===== src/rtl/refresh_parity_pkg.sv =====
package refresh_parity_pkg;

  typedef enum logic [1:0] {
    LANE_PASS    = 2'd0,
    LANE_REBUILD = 2'd1
  } lane_src_e;

  function automatic int unsigned lane_lo(input int unsigned idx, input int unsigned width);
    return idx * width;
  endfunction

endpackage


===== src/rtl/parity_fold.sv =====
module parity_fold #(
  parameter int unsigned NUM_LANES = 9,
  parameter int unsigned LANE_W    = 8
) (
  input  logic [NUM_LANES*LANE_W-1:0] lanes_i,
  output logic [LANE_W-1:0]           fold_o
);
  always_comb begin
    fold_o = '0;
    for (int unsigned i = 0; i < NUM_LANES; i++) begin
      fold_o = fold_o ^ lanes_i[i*LANE_W +: LANE_W];
    end
  end
endmodule


===== src/rtl/lane_rebuild.sv =====
module lane_rebuild
  import refresh_parity_pkg::*;
#(
  parameter int unsigned NUM_DEV = 8,
  parameter int unsigned LANE_W  = 8
) (
  input  logic [(NUM_DEV+1)*LANE_W-1:0] lanes_i,
  input  logic [NUM_DEV:0]              busy_i,
  output logic [NUM_DEV*LANE_W-1:0]     data_o
);
  localparam int unsigned TOTAL = NUM_DEV + 1;

  logic [TOTAL*LANE_W-1:0] masked;
  logic [LANE_W-1:0]       syndrome;

  // The busy device's lane is zeroed before folding, so the fold is the
  // XOR of all surviving lanes (parity included).
  for (genvar g = 0; g < TOTAL; g++) begin : g_mask
    localparam int unsigned LO = lane_lo(g, LANE_W);
    assign masked[LO +: LANE_W] = busy_i[g] ? '0 : lanes_i[LO +: LANE_W];
  end

  parity_fold #(.NUM_LANES(TOTAL), .LANE_W(LANE_W)) u_fold (
    .lanes_i (masked),
    .fold_o  (syndrome)
  );

  for (genvar g = 0; g < NUM_DEV; g++) begin : g_sel
    localparam int unsigned LO = lane_lo(g, LANE_W);
    lane_src_e src;
    assign src = busy_i[g] ? LANE_REBUILD : LANE_PASS;
    assign data_o[LO +: LANE_W] = (src == LANE_REBUILD) ? syndrome : lanes_i[LO +: LANE_W];
  end
endmodule


===== src/rtl/beat_stage.sv =====
module beat_stage #(
  parameter int unsigned WIDTH = 64
) (
  input  logic             clk,
  input  logic             rst_n,
  input  logic             in_valid,
  output logic             in_ready,
  input  logic [WIDTH-1:0] in_data,
  output logic             out_valid,
  input  logic             out_ready,
  output logic [WIDTH-1:0] out_data
);
  assign in_ready = !out_valid || out_ready;

  always_ff @(posedge clk) begin
    if (!rst_n) begin
      out_valid <= 1'b0;
    end else if (in_ready) begin
      out_valid <= in_valid;
    end
  end

  always_ff @(posedge clk) begin
    if (in_valid && in_ready) begin
      out_data <= in_data;
    end
  end


  load_latency_chk: assert property (@(posedge clk) disable iff (!rst_n)
    (in_valid && in_ready) |=> (out_valid && out_data == $past(in_data)));


  hold_stable_chk: assert property (@(posedge clk) disable iff (!rst_n)
    (out_valid && !out_ready) |=> (out_valid && $stable(out_data)));


  stall_ready_chk: assert property (@(posedge clk) disable iff (!rst_n)
    (out_valid && !out_ready) |-> !in_ready);
endmodule


===== src/rtl/refresh_parity_recover.sv =====
module refresh_parity_recover #(
  parameter int unsigned NUM_DEV = 8,
  parameter int unsigned LANE_W  = 8
) (
  input  logic                          clk,
  input  logic                          rst_n,
  input  logic [NUM_DEV:0]              refresh_busy,
  input  logic                          rd_in_valid,
  output logic                          rd_in_ready,
  input  logic [(NUM_DEV+1)*LANE_W-1:0] rd_in_lanes,
  output logic                          rd_out_valid,
  input  logic                          rd_out_ready,
  output logic [NUM_DEV*LANE_W-1:0]     rd_out_data,
  input  logic                          wr_in_valid,
  output logic                          wr_in_ready,
  input  logic [NUM_DEV*LANE_W-1:0]     wr_in_data,
  output logic                          wr_out_valid,
  input  logic                          wr_out_ready,
  output logic [(NUM_DEV+1)*LANE_W-1:0] wr_out_lanes
);
  localparam int unsigned DATA_W = NUM_DEV * LANE_W;
  localparam int unsigned FULL_W = (NUM_DEV + 1) * LANE_W;

  // Read path: rebuild, then one register stage.
  logic [DATA_W-1:0] rd_fixed;

  lane_rebuild #(.NUM_DEV(NUM_DEV), .LANE_W(LANE_W)) u_rebuild (
    .lanes_i (rd_in_lanes),
    .busy_i  (refresh_busy),
    .data_o  (rd_fixed)
  );

  beat_stage #(.WIDTH(DATA_W)) u_rd_stage (
    .clk       (clk),
    .rst_n     (rst_n),
    .in_valid  (rd_in_valid),
    .in_ready  (rd_in_ready),
    .in_data   (rd_fixed),
    .out_valid (rd_out_valid),
    .out_ready (rd_out_ready),
    .out_data  (rd_out_data)
  );

  // Write path: parity encode, gated while any device refreshes.
  logic              any_busy;
  logic [LANE_W-1:0] wr_parity;
  logic              wr_stage_valid;
  logic              wr_stage_ready;

  assign any_busy = |refresh_busy;

  parity_fold #(.NUM_LANES(NUM_DEV), .LANE_W(LANE_W)) u_wr_fold (
    .lanes_i (wr_in_data),
    .fold_o  (wr_parity)
  );

  assign wr_stage_valid = wr_in_valid && !any_busy;
  assign wr_in_ready    = wr_stage_ready && !any_busy;

  beat_stage #(.WIDTH(FULL_W)) u_wr_stage (
    .clk       (clk),
    .rst_n     (rst_n),
    .in_valid  (wr_stage_valid),
    .in_ready  (wr_stage_ready),
    .in_data   ({wr_parity, wr_in_data}),
    .out_valid (wr_out_valid),
    .out_ready (wr_out_ready),
    .out_data  (wr_out_lanes)
  );

  // Checker fold: a consistent stored beat XORs to zero across all lanes.
  logic [LANE_W-1:0] wr_out_fold;
  parity_fold #(.NUM_LANES(NUM_DEV + 1), .LANE_W(LANE_W)) u_chk_fold (
    .lanes_i (wr_out_lanes),
    .fold_o  (wr_out_fold)
  );


  busy_onehot_chk: assert property (@(posedge clk) disable iff (!rst_n)
    $onehot0(refresh_busy));


  wr_stall_chk: assert property (@(posedge clk) disable iff (!rst_n)
    any_busy |-> !wr_in_ready);


  parity_consistent_chk: assert property (@(posedge clk) disable iff (!rst_n)
    wr_out_valid |-> (wr_out_fold == '0));


  clean_pass_chk: assert property (@(posedge clk) disable iff (!rst_n)
    (rd_in_valid && rd_in_ready && !any_busy) |=> (rd_out_data == $past(rd_in_lanes[DATA_W-1:0])));


  parity_busy_pass_chk: assert property (@(posedge clk) disable iff (!rst_n)
    (rd_in_valid && rd_in_ready && refresh_busy[NUM_DEV]) |=> (rd_out_data == $past(rd_in_lanes[DATA_W-1:0])));


  reset_idle_chk: assert property (@(posedge clk)
    !rst_n |=> (!rd_out_valid && !wr_out_valid));
endmodule


===== config.mk =====
export PLATFORM = sky130hd
export DESIGN_NAME = refresh_parity_recover
export DESIGN_NICKNAME = d
export VERILOG_FILES = /design/src/rtl/refresh_parity_pkg.sv /design/src/rtl/parity_fold.sv /design/src/rtl/lane_rebuild.sv /design/src/rtl/beat_stage.sv /design/src/rtl/refresh_parity_recover.sv
export SDC_FILE = /design/constraint.sdc
export NUM_CORES = 1
export LEC_CHECK = 0
export CAP_MARGIN = 20
export CORE_ASPECT_RATIO = 0.5
export CORE_UTILIZATION = 42
export CTS_BUF_LIST = sky130_fd_sc_hd__clkbuf_8 sky130_fd_sc_hd__clkbuf_16
export CTS_CLUSTER_SIZE = 10
export DETAILED_ROUTE_END_ITERATION = 8
export HOLD_SLACK_MARGIN = 0.02
export PLACE_DENSITY_LB_ADDON = 0.3
export SLEW_MARGIN = 20
export SYNTH_ARGS = -nofsm -noshare
export SYNTH_HDL_FRONTEND = slang
export SYNTH_SLANG_ARGS = --single-unit

===== constraint.sdc =====
create_clock -name clk -period 4.5 [get_ports clk]
set_input_delay 0.9 -clock clk [delete_from_list [all_inputs] [get_ports clk]]
set_output_delay 0.9 -clock clk [all_outputs]
set_load 0.1 [all_outputs]

### Yosys cells after proc, flatten, opt, wreduce, memory -nomap -nowiden

Index checks and enable logic that the tools add are counted.
Widths: inputs -> output; s select.

| word-level totals | value |
|---|---|
| register bits after elaboration | 138 |
| output and inout port bits | 140 |
| logic and storage cells | 62 |

| cells by class | value |
|---|---|
| equality and inequality tests | 8 |
| mux-type cells | 25 |
| bitwise logic cells | 15 |
| reduce and logical (&&, ||, !) cells | 10 |

Operators with widths:

| cell | number |
|---|---|
| $mux 8 | 17 |
| $xor 8x8->8 | 15 |
| $eq 2x1->1 const B | 8 |
| $reduce_or 9->1 | 1 |
| $mux 1 | 8 |
| $logic_and 1x1->1 | 4 |
| $logic_not 1->1 | 3 |
| $logic_or 1x1->1 | 2 |

### Longest topological paths before layout

Gate-level depths: netlist of run 1.

| logic depth | value |
|---|---|
| depth after elaboration | 10 |
| depth in mapped cells | 6 |
| depth with buffers taken out | 5 |

### Cells and area by module

From an unflattened synthesis of run 1, not the netlist that was laid out.

| unflattened totals | value |
|---|---|
| cell total of the unflattened synthesis | 415 |
| area total of the unflattened synthesis | 6991.7 µm² |

Modules (own cells, without submodules):

| module | instances | cells an instance | area an instance (µm²) | sequential area each (µm²) |
|---|---|---|---|---|
| beat_stage at u_wr_stage | 1 | 77 | 2219.6 | 2182.1 |
| beat_stage at u_rd_stage | 1 | 69 | 1979.4 | 1941.9 |
| lane_rebuild | 1 | 152 | 1601.5 | 0.0 |
| parity_fold at u_rebuild.u_fold | 1 | 56 | 660.6 | 0.0 |
| parity_fold at u_wr_fold | 1 | 56 | 490.5 | 0.0 |
| refresh_parity_recover | 1 | 5 | 40.0 | 0.0 |

### Least setup slack after synthesis of run 1

Ideal clock, no wire load.

| timing | value |
|---|---|
| kind | input -> register |
| start | input port refresh_busy[4] |
| end | register u_wr_stage.out_data[0] (enable) |
| setup time | 0.438 ns |
| arrival | 6.273 ns |
| required time | 4.062 ns |
| slack | -2.211 ns |
| stages on the path | 5 |
| buffers on the path | 1 |
| cell sequence | buf_2 nor4_1 nand2_1 nor4_1 and2_1 |

| on the way | value |
|---|---|
| cells in the longest elaborated chain, start to end | 4 |

RTL lines:

| what | line | source |
|---|---|---|
| start: declaration | refresh_parity_recover.sv:7 | `input logic [NUM_DEV:0] refresh_busy,` |
| $reduce_or 9->1 | refresh_parity_recover.sv:50 | `assign any_busy = \|refresh_busy;` |
| $logic_not 1->1 | refresh_parity_recover.sv:57 | `assign wr_stage_valid = wr_in_valid && !any_busy;` |
| $logic_and 1x1->1 | refresh_parity_recover.sv:57 |  |
| $logic_and 1x1->1 | beat_stage.sv:24 | `if (in_valid && in_ready) begin` |
| end signal: assignment | beat_stage.sv:25 | `out_data <= in_data;` |
| end: declaration | beat_stage.sv:11 | `output logic [WIDTH-1:0] out_data` |

No other way between the ends.
A chain may end at the register's enable or synchronous reset.

### Final worst setup path of run 1

| timing | value |
|---|---|
| start | input port refresh_busy[4] |
| end | output port wr_in_ready |

| on the way | value |
|---|---|
| cells in the longest elaborated chain, start to end | 3 |

RTL lines:

| what | line | source |
|---|---|---|
| $reduce_or 9->1 | refresh_parity_recover.sv:50 |  |
| $logic_not 1->1 | refresh_parity_recover.sv:58 | `assign wr_in_ready = wr_stage_ready && !any_busy;` |
| $logic_and 1x1->1 | refresh_parity_recover.sv:58 |  |
| end: declaration | refresh_parity_recover.sv:15 | `output logic wr_in_ready,` |

No other way between the ends.

==> results of run 1 <==
## cells by family after synthesis
family | after synthesis | share of synthesized area
AND/OR/NAND/NOR | 80 | 0.0783
XOR/XNOR | 112 | 0.191
AO/OA/AOI/OAI | 66 | 0.0805
flip-flops | 138 | 0.644
buffers and inverters | 9 | 0.00645
## worst max-delay path: stages
cell	delay, ns
clkdlybuf4s50_1	0.45
nor4_1	0.61
nand2_1	0.18
nor4_4	0.35
buf_12	0.22
## layout by cell type (no fill, tap or decap), drive strengths merged
master           n
xor2             8
nand2b           9
and2             2
clkinvlp         4
nor4             2
xnor3            8
edfxtp         136
clkbuf          17
nor3             1
xnor2           96
nor2b           65
o21a             1
clkdlybuf4s50  288
a21o            56
buf             11
dfxtp            2
inv              9
a21boi           1
a21bo            8
nand2            1
clkinv           3
## worst paths after layout
path                        start                 endpoint  depth (start not counted)
max               refresh_busy[4]              wr_in_ready                          5
min          u_rd_stage.out_valid     u_rd_stage.out_valid                          2
max reg2reg  u_wr_stage.out_valid  u_wr_stage.out_data[67]                          4
min reg2reg  u_rd_stage.out_valid     u_rd_stage.out_valid                          2
## Yosys cell counts, types with 4 or more instances
cell        n
xor2_1      8
xnor3_1     6
xnor2_1    85
xnor2_4     4
edfxtp_1  136
nor2b_1    63
a21bo_1     8
nand2b_1    9
a21o_1     56
buf_2       6
xnor2_2     7
## area by class of cell
| class | instances | share of cell area |
|---|---|---|
| flip-flops and latches | 138 | 0.405 |
| inverters | 1 | 0.000369 |
| multi-input cells | 258 | 0.222 |
| clock inverters | 15 | 0.0131 |
| well taps | 198 | 0.0243 |
| repair buffers | 299 | 0.294 |
| clock buffers | 17 | 0.0418 |
## sequential cells by signal, indices dropped and copies added (netlist names)
| signal | flops |
|---|---|
| u_wr_stage.out_data | 72 |
| u_rd_stage.out_data | 64 |
| u_rd_stage.out_valid | 1 |
| u_wr_stage.out_valid | 1 |
## per-layer routing
layer / share of wire / vias to the layer above
li1: - / 2073
met3: 0.052 / 22
met2: 0.53 / 149
met4: 0.017 / 0
met1: 0.40 / 2116
met5: 0 / -
## power breakdown
group,internal (mW),switching (mW),leakage (nW)
registers,1.55,0.0246,1.29
logic,0.520,0.925,2.28
clock network,0.725,0.585,0.265
## through the flow
step | power, mW | cell area, sq um | hold slack (ns)
after floorplan | 2.65 | 6420 | 0.999
after global placement | 3.02 | 9620 | 0.528
after detailed placement | 3.04 | 9620 | 0.543
after CTS | 4.36 | 10200 | 0.555
after global routing | 4.46 | 10200 | 0.610
final | 4.33 | 10200 | 0.551
==> impl_metrics.env, run 1 <==
export IMPL_status="complete, no violations"
export IMPL_grt_max_degree=65
export IMPL_post_route_period_util=0.805
export IMPL_synth_fp_nets=556
export IMPL_core_area_sq_mm=0.0147
export IMPL_mappedNetlistArea_sq_mm=0.00640
export IMPL_dp_hpwl_mm=11.8
export IMPL_slew_headroom=0.314
export IMPL_gr_total_overflow=0
export IMPL_cap_viol_max_count=0
export IMPL_cts_inserted_buffers=17
export IMPL_cts_tree="built"
export IMPL_portBuffers=290
export IMPL_crit_path_start_kind="input pin"
export IMPL_hold_buffers=0
export IMPL_final_hold_viol_count=0
export IMPL_ys_warn_count=0
export IMPL_ys_types=22
export IMPL_drive_above_1_share=0.0824
export IMPL_ys_async_sr_fraction=0
export IMPL_synth_top_cell_area_share=0.638
export IMPL_grt_pass1_vias=4400
export IMPL_ys_top_cells_by_area="edfxtp_1, xnor2_1, a21o_1"
export IMPL_grt_util_met3=0.0463
export IMPL_wirelength_mm=16.1
export IMPL_multi_input_area_sq_mm=0.00226
export IMPL_drtIter0Drc=131
export IMPL_row_count=31
export IMPL_route_antenna_remaining_nets=0
export IMPL_via_count=4360
export IMPL_ir_worst_vdd_mv=0.281
export IMPL_powerDensity_mw_per_mm2=425
export IMPL_crit_required_ns=3.60
export IMPL_htree_levels=4
export IMPL_synth_edff_count=136
export IMPL_die_w_um=177
export IMPL_synth_top_flop_cell="edfxtp_1"
export IMPL_wl_per_cell_um=17.4
export IMPL_fin_crit_ns=3.62
export IMPL_finClkSkew_ns=0.00826
export IMPL_gp_congestion=0.780
export IMPL_critPathKind="input pin to output pin"
export IMPL_ys_ff_latch=138
export IMPL_final_seq_area_sq_mm=0.00412
export IMPL_cts_max_path_buffers=2
export IMPL_slew_violations=0
export IMPL_finish_utilization=0.694
export IMPL_leakage_nw=3.84
export IMPL_cp_data_arrival_time_ns=2.72
export IMPL_worstHoldPathType="flop to flop"
export IMPL_avgSynthCellArea_sq_um=15.8
export IMPL_vias_per_cell=4.71
export IMPL_cts_root_buf="clkbuf_16"
export IMPL_dr_pass1_iters=4
export IMPL_die_area_sq_mm=0.0158
export IMPL_area_growth_pct=59.0
export IMPL_die_height_um=89.3
export IMPL_gr_usage_met2=0.376
export IMPL_worstMarginPinSlew_ns=1.03
export IMPL_fillCellCount=1025
export IMPL_rsz0062_at_grt="no"
export IMPL_syn_inst=405
export IMPL_grt_use_met1=0.232
export IMPL_dp_cells=894
export IMPL_critPathCaptureType="output pin"
export IMPL_busiest_layer="met2"
export IMPL_postCtsSetupBuffers=0
export IMPL_dp_worst_setup_slack_ns=0.717
export IMPL_cts_resized=0
export IMPL_grt_pass1_wl_mm=23.5
export IMPL_max_freq_mhz=276
export IMPL_start_util=0.437
export IMPL_setup_viol=0
export IMPL_diodes=0
export IMPL_cts_sinks=138
export IMPL_drc=0
export IMPL_antenna_found_initial=0
export IMPL_grt_usage=0.201
export IMPL_tns_ns=0
export IMPL_ios=291
export IMPL_clkLatencyLatePin_ns=0.40
export IMPL_final_nets=866
export IMPL_yosysTopAreaCell="edfxtp_1"
export IMPL_worstPathMaxFanout=2
export IMPL_path_clk_slew_ns=0.06
export IMPL_layout_cells_non_filler=926
export IMPL_rrSetupSlack_ns=2.47
export IMPL_fin_ws_ns=0.879
export IMPL_ys_seq_area_frac=0.644
(Power assumes the default switching activity.)
==> run 2: changes to the inputs <==
Settings changed: CORE_UTILIZATION 42 to 38.
Clock period 4.5 ns to 2.96 ns, I/O delays scaled along.
==> run 2 against run 1 <==
  * Design area down 0.98%
  * Hold slack worse by 0.037 ns
  * Setup slack got worse by 0.66 ns
  * Non-clock buffer count is 7 higher
  * Sequential share of layout area up 0.40 points
  * Clock skew is 0.00052 ns higher
  * Clock-buffer cell count is the same
  * Utilization down 8.1 points
  * Power is 56% higher
  * Cell count up 3.8%
  * Critical endpoint unchanged
  * Largest cell class unchanged
==> impl_metrics.env, run 2 (synthesis gave the netlist of run 1 again) <==
export IMPL_crit_required_ns=2.37
export IMPL_worstPathMaxFanout=17
export IMPL_dp_cells=930
export IMPL_largest_reg_flops=72
export IMPL_postCtsSetupBuffers=0
export IMPL_gp_congestion=0.793
export IMPL_pwr_share_comb=0.320
export IMPL_area_growth_pct=57.4
export IMPL_rrSetupSlack_ns=1.47
export IMPL_htree_levels=4
export IMPL_ir_worst_vdd_mv=0.375
export IMPL_cts_root_buf="clkbuf_16"
export IMPL_drtIter0Drc=182
export IMPL_p_int_mw=4.46
export IMPL_largest_register="u_wr_stage.out_data"
export IMPL_crit_path_start_kind="input pin"
export IMPL_powerDensity_mw_per_mm2=670
export IMPL_vias_per_cell=4.49
export IMPL_slew_violations=0
export IMPL_whs_ns=0.514
export IMPL_max_freq_mhz=365
export IMPL_status="complete, no violations"
export IMPL_critPathLaunch="refresh_busy[5]"
export IMPL_layout_cells_non_filler=961
export IMPL_core_area_sq_mm=0.0164
export IMPL_layout_commonest_cell="clkdlybuf4s50_1"
export IMPL_worstMarginPinSlew_ns=0.533
export IMPL_grt_pass1_wl_mm=23.8
export IMPL_die_area_sq_mm=0.0174
export IMPL_cpMaxStageDelayCell="clkdlybuf4s50_1"
export IMPL_grt_max_degree=65
export IMPL_slew_headroom=0.644
export IMPL_fin_crit_ns=2.74
export IMPL_dp_hpwl_mm=12.2
export IMPL_cts_tree="built"
export IMPL_swShare=0.340
export IMPL_fillCellCount=1280
export IMPL_antenna_found_initial=0
export IMPL_via_count=4317
export IMPL_route_antenna_remaining_nets=0
export IMPL_grt_usage=0.187
export IMPL_rr_startpoint="u_wr_stage.out_valid"
export IMPL_worstHoldPathType="flop to flop"
export IMPL_power_mw=6.76
export IMPL_cts_sinks=138
export IMPL_cts_max_path_buffers=2
export IMPL_leakage_nw=4.07
export IMPL_die_height_um=93.8
export IMPL_finClkSkew_ns=0.00879
export IMPL_diodes=0
export IMPL_critPathKind="input pin to output pin"
export IMPL_drive_above_1_share=0.282
export IMPL_wl_per_cell_um=17.0
export IMPL_cp_data_arrival_time_ns=2.15
export IMPL_post_route_period_util=0.926
export IMPL_critPathCaptureType="output pin"
export IMPL_cap_viol_max_count=0
export IMPL_hold_buffers=0
export IMPL_clockPowerShare=0.326
export IMPL_final_nets=873
export IMPL_cts_resized=0
export IMPL_grt_pass1_vias=4291
export IMPL_start_util=0.390
export IMPL_cpPeakStageDelay_ns=0.45
export IMPL_r2r_end="u_wr_stage.out_data[1]"
export IMPL_wirelength_mm=16.3
export IMPL_clkLatencyLatePin_ns=0.40
export IMPL_path_clk_slew_ns=0.06
export IMPL_hold_start="u_rd_stage.out_valid"
export IMPL_dr_pass1_iters=5
export IMPL_cts_inserted_buffers=17
export IMPL_largest_registers="u_wr_stage.out_data x72, u_rd_stage.out_data x64"
export IMPL_drc=0
export IMPL_final_hold_viol_count=0
export IMPL_portBuffers=290
export IMPL_whs_endpoint="u_rd_stage.out_valid"
export IMPL_net_switching_power_mw=2.30
export IMPL_r2r_cells=4
export IMPL_die_w_um=186
export IMPL_cpMostUsedCell="buf_12"
export IMPL_ios=291
export IMPL_row_count=33
export IMPL_cp_cell_sequence="clkdlybuf4s50_1 > buf_12 > nor4_2 > nand2_1 > nor4_4 > buf_12"
export IMPL_p_seq_frac=0.354
export IMPL_final_cell_mix="clkdlybuf4s50_1, buf_4, edfxtp_1, xnor2_1, nor2b_1"
export IMPL_setup_viol=0
export IMPL_hold_depth=2
export IMPL_gr_total_overflow=0
export IMPL_rsz0062_at_grt="no"
-- run 2: per-layer routing --
metal	global-route usage	vias up	part of all wire
met2	0.334	137	0.52
met1	0.223	2073	0.41
met3	0.0388	17	0.050
met5	0	-	0
li1	-	2090	-
met4	0.0663	0	0.015
-- run 2: power groups by stage --
stage | clock network, mW | logic (mW) | registers, mW
global route | 2.33 | 2.26 | 2.40
finish | 2.20 | 2.16 | 2.39
global placement | 0 | 2.15 | 2.43
detailed placement | 0 | 2.17 | 2.43
CTS | 2.25 | 2.18 | 2.39
floorplan | 0 | 0.700 | 3.34
-- run 2: how the worst max path moves through the flow --
stage                                         end  cells after the start
after floorplan            u_wr_stage.out_data[0]                      5
after global placement     u_rd_stage.out_data[8]                      6
after detailed placement  u_rd_stage.out_data[35]                      6
after CTS                             wr_in_ready                      6
after global routing                  wr_in_ready                      6
final                                 wr_in_ready                      6
-- run 2: final cells by class --
| type | count | area (sq um) | share of cell area |
|---|---|---|---|
| Clock inverter | 14 | 180 | 0.0179 |
| Multi-Input combinational cell | 258 | 2270 | 0.225 |
| Tap cell | 227 | 284 | 0.0282 |
| Inverter | 1 | 3.75 | 0.000372 |
| Timing Repair Buffer | 306 | 2800 | 0.278 |
| Sequential cell | 138 | 4120 | 0.409 |
| Clock buffer | 17 | 425 | 0.0422 |
-- run 2: critical path, delay by kind of cell --
kind	cells	cell delay, ns
simple gates	3	0.71
buf+inv	3	0.84
-- run 2: metrics by stage --
step / instance area [sq um] / TNS (ns) / utilization / setup WS (ns)
6_report: 10100 / 0 / 0.613 / 0.218
5_1_grt: 10100 / 0 / 0.613 / 0.109
4_1_cts: 10100 / 0 / 0.613 / 0.198
2_1_floorplan: 6450 / -24.80 / - / -0.341
3_3_place_gp: 9480 / 0 / 0.577 / 0.0979
3_5_place_dp: 9480 / 0 / 0.577 / 0.0702
